`config.mk`:
```
export PLATFORM = sky130hd
export DESIGN_NAME = qcopy_dma
export DESIGN_NICKNAME = d
export VERILOG_FILES = /design/src/rtl/qdma_pkg.sv /design/src/rtl/qdma_ctrl.sv /design/src/rtl/qdma_dp.sv /design/src/rtl/qcopy_dma.sv
export SDC_FILE = /design/constraint.sdc
export NUM_CORES = 1
export LEC_CHECK = 0
export CORE_ASPECT_RATIO = 0.8
export CORE_MARGIN = 2
export CORE_UTILIZATION = 48
export DETAILED_ROUTE_END_ITERATION = 12
export PLACE_DENSITY_LB_ADDON = 0.05
export REMOVE_ABC_BUFFERS = 1
export SETUP_SLACK_MARGIN = 0.5
export SLEW_MARGIN = 20
export SYNTH_ARGS = -nofsm -noshare
export SYNTH_HDL_FRONTEND = slang
export SYNTH_SLANG_ARGS = --single-unit
```
`constraint.sdc`:
```
create_clock -name clk -period 2.6 [get_ports clk]
set_input_delay 0.52 -clock clk [delete_from_list [all_inputs] [get_ports clk]]
set_output_delay 0.52 -clock clk [all_outputs]
set_load 0.01 [all_outputs]
```
`src/rtl/qdma_pkg.sv`:
```
package qdma_pkg;

  localparam int REG_CTRL  = 0;
  localparam int REG_COUNT = 1;
  localparam int REG_SRC   = 2;
  localparam int REG_TGT   = 3;
  localparam int START_BIT = 8;

  typedef enum logic [1:0] {
    ST_IDLE,
    ST_RD,
    ST_WR,
    ST_FIN
  } seqState_t;

  // strobes from sequencer to datapath
  typedef struct packed {
    logic load;     // latch working pointers and beat count
    logic capture;  // read beat accepted: store quadword
    logic advance;  // write beat accepted: step pointers
    logic finish;   // clear count and start bit
  } dpStrobe_t;

endpackage

```
`src/rtl/qdma_ctrl.sv`:
```
module qdma_ctrl
  import qdma_pkg::*;
(
  input  logic       clk,
  input  logic       rstN,
  input  logic       startReq,
  input  logic       cntZero,
  input  logic       lastBeat,
  input  logic       rdReady,
  input  logic       wrReady,
  output logic       rdReq,
  output logic       wrReq,
  output logic       doneIrq,
  output logic       busy,
  output dpStrobe_t  strb
);

  seqState_t stateQ, stateD;

  always_comb begin
    stateD = stateQ;
    strb   = '0;
    unique case (stateQ)
      ST_IDLE: begin
        if (startReq) begin
          strb.load = 1'b1;
          stateD    = cntZero ? ST_FIN : ST_RD;
        end
      end
      ST_RD: begin
        if (rdReady) begin
          strb.capture = 1'b1;
          stateD       = ST_WR;
        end
      end
      ST_WR: begin
        if (wrReady) begin
          strb.advance = 1'b1;
          stateD       = lastBeat ? ST_FIN : ST_RD;
        end
      end
      ST_FIN: begin
        strb.finish = 1'b1;
        stateD      = ST_IDLE;
      end
      default: stateD = ST_IDLE;
    endcase
  end

  always_ff @(posedge clk or negedge rstN) begin
    if (!rstN) stateQ <= ST_IDLE;
    else       stateQ <= stateD;
  end

  assign rdReq   = (stateQ == ST_RD);
  assign wrReq   = (stateQ == ST_WR);
  assign doneIrq = (stateQ == ST_FIN);
  assign busy    = (stateQ != ST_IDLE);

endmodule

```
`src/rtl/qdma_dp.sv`:
```
module qdma_dp
  import qdma_pkg::*;
#(
  parameter int          ADDR_W   = 32,
  parameter int          DATA_W   = 128,
  parameter int          CNT_W    = 16,
  parameter int          REG_AW   = 8,
  parameter logic [31:0] DST_BASE = 32'h2000_0000
) (
  input  logic               clk,
  input  logic               rstN,
  input  logic               cfgWe,
  input  logic [REG_AW-1:0]  cfgAddr,
  input  logic [31:0]        cfgWdata,
  output logic [31:0]        cfgRdata,
  input  logic               busy,
  input  dpStrobe_t          strb,
  output logic               startReq,
  output logic               cntZero,
  output logic               lastBeat,
  output logic [ADDR_W-1:0]  rdAddr,
  input  logic [DATA_W-1:0]  rdData,
  output logic [ADDR_W-1:0]  wrAddr,
  output logic [DATA_W-1:0]  wrData
);

  localparam int              BEAT_BYTES = DATA_W / 8;
  localparam int              IDX_W      = REG_AW - 4;
  localparam logic [ADDR_W-1:0] BEAT_STEP = ADDR_W'(BEAT_BYTES);
  localparam logic [ADDR_W-1:0] WIN_BASE  = ADDR_W'(DST_BASE);

  logic [31:0]        ctrlQ;
  logic [CNT_W-1:0]   countQ;
  logic [ADDR_W-1:0]  srcQ, tgtQ;
  logic [ADDR_W-1:0]  rdPtrQ, wrPtrQ;
  logic [CNT_W-1:0]   remainQ;
  logic [DATA_W-1:0]  bufQ;
  logic [IDX_W-1:0]   cfgIdx;
  logic               cfgTake;

  assign cfgIdx   = cfgAddr[REG_AW-1:4];
  assign cfgTake  = cfgWe && !busy;
  assign startReq = cfgTake && (cfgIdx == IDX_W'(REG_CTRL)) && cfgWdata[START_BIT];

  // register file
  always_ff @(posedge clk or negedge rstN) begin
    if (!rstN) begin
      ctrlQ  <= '0;
      countQ <= '0;
      srcQ   <= '0;
      tgtQ   <= '0;
    end else if (strb.finish) begin
      countQ           <= '0;
      ctrlQ[START_BIT] <= 1'b0;
    end else if (cfgTake) begin
      case (cfgIdx)
        IDX_W'(REG_CTRL):  ctrlQ  <= cfgWdata;
        IDX_W'(REG_COUNT): countQ <= cfgWdata[CNT_W-1:0];
        IDX_W'(REG_SRC):   srcQ   <= cfgWdata[ADDR_W-1:0];
        IDX_W'(REG_TGT):   tgtQ   <= cfgWdata[ADDR_W-1:0];
        default: ;
      endcase
    end
  end

  always_comb begin
    case (cfgIdx)
      IDX_W'(REG_CTRL):  cfgRdata = ctrlQ;
      IDX_W'(REG_COUNT): cfgRdata = 32'(countQ);
      IDX_W'(REG_SRC):   cfgRdata = 32'(srcQ);
      IDX_W'(REG_TGT):   cfgRdata = 32'(tgtQ);
      default:           cfgRdata = '0;
    endcase
  end

  // working pointers, beat counter and quadword buffer
  always_ff @(posedge clk or negedge rstN) begin
    if (!rstN) begin
      rdPtrQ  <= '0;
      wrPtrQ  <= '0;
      remainQ <= '0;
      bufQ    <= '0;
    end else begin
      if (strb.load) begin
        rdPtrQ  <= srcQ;
        wrPtrQ  <= WIN_BASE + tgtQ;
        remainQ <= countQ;
      end else if (strb.advance) begin
        rdPtrQ  <= rdPtrQ + BEAT_STEP;
        wrPtrQ  <= wrPtrQ + BEAT_STEP;
        remainQ <= remainQ - 1'b1;
      end
      if (strb.capture) bufQ <= rdData;
    end
  end

  assign cntZero  = (countQ == '0);
  assign lastBeat = (remainQ == CNT_W'(1));
  assign rdAddr   = rdPtrQ;
  assign wrAddr   = wrPtrQ;
  assign wrData   = bufQ;

endmodule

```
`src/rtl/qcopy_dma.sv`:
```
module qcopy_dma
  import qdma_pkg::*;
#(
  parameter int          ADDR_W   = 32,
  parameter int          DATA_W   = 128,
  parameter int          CNT_W    = 16,
  parameter int          REG_AW   = 8,
  parameter logic [31:0] DST_BASE = 32'h2000_0000
) (
  input  logic               clk,
  input  logic               rstN,
  input  logic               cfgWe,
  input  logic [REG_AW-1:0]  cfgAddr,
  input  logic [31:0]        cfgWdata,
  output logic [31:0]        cfgRdata,
  output logic               rdReq,
  output logic [ADDR_W-1:0]  rdAddr,
  input  logic               rdReady,
  input  logic [DATA_W-1:0]  rdData,
  output logic               wrReq,
  output logic [ADDR_W-1:0]  wrAddr,
  output logic [DATA_W-1:0]  wrData,
  input  logic               wrReady,
  output logic               doneIrq
);

  dpStrobe_t strb;
  logic      busy, startReq, cntZero, lastBeat;

  qdma_ctrl u_ctrl (
    .clk(clk), .rstN(rstN), .startReq(startReq), .cntZero(cntZero),
    .lastBeat(lastBeat), .rdReady(rdReady), .wrReady(wrReady),
    .rdReq(rdReq), .wrReq(wrReq), .doneIrq(doneIrq), .busy(busy), .strb(strb)
  );

  qdma_dp #(
    .ADDR_W(ADDR_W), .DATA_W(DATA_W), .CNT_W(CNT_W),
    .REG_AW(REG_AW), .DST_BASE(DST_BASE)
  ) u_dp (
    .clk(clk), .rstN(rstN), .cfgWe(cfgWe), .cfgAddr(cfgAddr),
    .cfgWdata(cfgWdata), .cfgRdata(cfgRdata), .busy(busy), .strb(strb),
    .startReq(startReq), .cntZero(cntZero), .lastBeat(lastBeat),
    .rdAddr(rdAddr), .rdData(rdData), .wrAddr(wrAddr), .wrData(wrData)
  );

endmodule

```
==> results.md <==
* Worst EP arrival at 1.88 ns
* CTS Buf Count at 35
* Final nets at 1815
* VDD IR-drop max at 0.565 mV
* Slew @ Worst Pin at 0.496 ns
* Mux share of post-synthesis cell area at 18.1%
* Overall routed net length at 45000 um
* Initial Utilization at 49.2%
* Leakage at 9.45 nW
* Hold Path Origin: u_dp.wrAddr[2]
* Max Cap Viol at 0
* Largest family of logic cells by synthesized area: multiplexers
* Share of layout cells above drive strength 1 at 29.6%
* Die Wd at 195 um
* ANT nets after route at 0
* First-pass iteration count of the detailed router at 6
* Hold violation count in the final report at 0
* Status: complete, no violations
* Fillers at 1929
* Crit path from: cfgAddr[6]
* CTS H-Tree Depth at 2
* Critical-path maximum fanout at 5
* Vias per cell at 5.77
* Drt drc at 0
* Post-synthesis sequential area ratio at 57.5%
* HPWL Detailed at 29800 um
* Num rows at 55
* Hold depth at 2
* Final Hold Slack at 0.473 ns
* Fin area at 21000 sq um
* Initial antenna violation count at 1
* Met3 usage at 8.94%
* Power density over the cells at 775 nW/um^2
* Simple-gate share of the synthesized area at 11.7%
* GRT Residual Overflow at 0
* GR met2 Demand/Resource at 44.4%
* Final Max Tran Viols at 0
* Complex-gate fraction of the synthesized area at 7.70%
* Die Area at 30600 sq um
* Count of cell types in the netlist at 54
* CP Launch Type: input pin
* Final setup fails at 0
* Initial DRC count at 1243
* Synthesized flop and latch total at 322
* RePlAce Congestion at 0.854
* Vias in the first global route at 11687
* Cell taking the most area after synthesis: dfrtp_1
* Met1 Use GR at 39.0%
* Top Ports at 400
* Final TNS setup at 0 ns
* Tot Pwr at 16.3 mW
* R2R cell count at 5
* Port bufs at 395
* Routed WL per cell at 22.1 um
* Post-synthesis adder-cell area fraction at 0.446%
* Syn Inst Count at 1169
* Async SR Flop Fraction at 100%
* FMAX at 0.417 GHz
* RSZ-0062 raised after global routing: true
* Area Growth Syn to Fin at 49.5%
* Number of synthesis warnings at 0
* Max transition margin at 66.9%
* Cell Area, Placed at 18900 sq um
* Final clock skew at 0.0145 ns
* Worst hold path type: register to register
* Maximum number of pins on one net before global-route repair at 71
* CTS tree: done
* Worst setup path category: input pin to primary output
* Number of synthesized flops with an enable pin at 0
* Xor-xnor portion of the synthesized cell area at 1.87%
* Min Tclk post-route at 2.40 ns
* Clk root buf: clkbuf_16
* Vias after detailed routing at 11722
* Worst path required time at 2.08 ns
* Worst-skew pair later-pin latency at 0.52 ns
* CTS max path bufs at 3
* Sink Count at 322
* Die Y at 157 um
* Worst Setup End Kind: primary output
* Top cells by area, synth: dfrtp_1 57%, mux2_2 18%, nand2_1 4.8%, a222oi_1 2.3%, o21ai_0 1.8%
* Crit share post-route at 92.2%
* Syn_area_per_cell at 12.0 sq um
* Global-route wire length before repair at 68000 um
* GRT Max-Usage Layer: met2
* R2r startpoint: u_dp.wrAddr[13]
* Core area at 28500 sq um
* All-Layer GR Usage at 28.7%
* Primary FF master, synth: dfrtp_1
* Yosys top cell area share at 57.5%
* Post-Syn Area at 14000 sq um
* Clk slew on worst S/H paths at 0.06 ns
-- timing repair --
action                                  in CTS  in global routing
endpoints found under the setup margin      57                 73
setup buffers                               24                  6
hold buffers                                 1                  0
gates cloned                                 7                  3
endpoints found under the hold margin       50                  0
pin swaps                                   21                  7
resized for setup                          221                 68
-- final timing paths --
check / to / slack, ns
hold reg to reg: u_dp.wrAddr[2] / 0.47
hold / removal: u_dp.wrAddr[2] / 0.47
setup / recovery: cfgRdata[3] / 0.20
min in group asynchronous: u_dp.rdAddr[28] / 0.54
setup reg to reg: u_dp.wrAddr[30] / 0.48
max in group asynchronous: u_dp.wrAddr[21] / 1.28
-- power by group --
| part | switching, mW | internal [mW] | total (mW) |
|---|---|---|---|
| sequential | 0.973 | 6.17 | 7.14 |
| clock | 2.03 | 3.27 | 5.30 |
| combinational | 1.46 | 2.35 | 3.81 |
| total | 4.46 | 11.8 | 16.3 |
-- worst max-delay path, cell delays in order --
cell and delay, ns:
buf_8 0.10, buf_6 0.12, nor4bb_4 0.28, buf_6 0.24, buf_16 0.17, buf_8 0.11, buf_6 0.11, nand2_2 0.05
nand2_2 0.06, buf_6 0.10
-- area by class of cell --
cell class	count	area (sq um)	area share, %
diodes	1	2.50	0.0119
well taps	370	463	2.21
repair buffers	498	5260	25.1
clock inverters	10	153	0.728
inverters	30	113	0.537
clock buffers	52	1080	5.16
flip-flops and latches	322	8080	38.6
multi-input cells	750	5810	27.7
-- synthesized netlist by cell type, types with 6 or more instances --
master	count
nand4_1	24
nor4_1	15
o311ai_0	8
nand3_1	36
a221o_1	6
clkbuf_1	48
nor3_1	6
nor2_1	28
and3_1	9
dfrtp_1	322
a21oi_1	14
o211ai_1	20
xnor2_1	12
mux2_2	223
o21ai_0	50
inv_1	30
nand2_1	180
buf_1	12
a222oi_1	32
xor2_1	18
-- cell usage in the layout, fill, tap and decap left out, drive strengths merged, types with 9 or more instances in the layout --
cell type      instances
xnor2                 12
clkbuf                56
dfrtp                322
nand4                 24
buf                  135
nand3                 37
nor4                  18
inv                   30
xor2                  18
mux2                 223
clkdlybuf4s50        342
a21oi                 14
nor2                  28
o21ai                 50
and3                   9
o311ai                 9
nand2                180
a222oi                32
o211ai                20
-- routing by layer --
metal  part of all wire, %  routed length, um  vias to the layer above
met4                   2.8               1280                        0
li1                      -                  -                     5184
met1                    41              18600                     5847
met2                    45              20300                      591
met3                    11               4810                      100
met5                     0                  0                        -
-- metrics by stage --
stage / setup WS (ns) / utilization (%) / instances
2_1_floorplan: -2.80 / - / 1102
3_3_place_gp: -0.416 / 66.4 / 1929
3_5_place_dp: -0.467 / 66.4 / 1929
4_1_cts: 0.223 / 72.5 / 2023
5_1_grt: 0.158 / 73.6 / 2033
6_report: 0.202 / 73.6 / 2033
-- sequential cells by signal, summed over array words and instances (netlist names) --
name / flops
u_ctrl.stateQ: 2
u_dp.countQ: 16
u_dp.ctrlQ: 32
u_dp.rdAddr: 32
u_dp.remainQ: 16
u_dp.srcQ: 32
u_dp.tgtQ: 32
u_dp.wrAddr: 32
u_dp.wrData: 128
-- kinds of logic (layout without fill, tap and decap cells) --
family,Yosys count,after routing
adder cells (fa/ha/maj),5,5
flip-flops,322,322
other,0,1
AO/OA/AOI/OAI,150,150
AND/OR/NAND/NOR,339,339
XOR/XNOR,30,30
multiplexers,226,226
buffers and inverters,97,590
No activity file was read; power rests on OpenSTA's default activity.
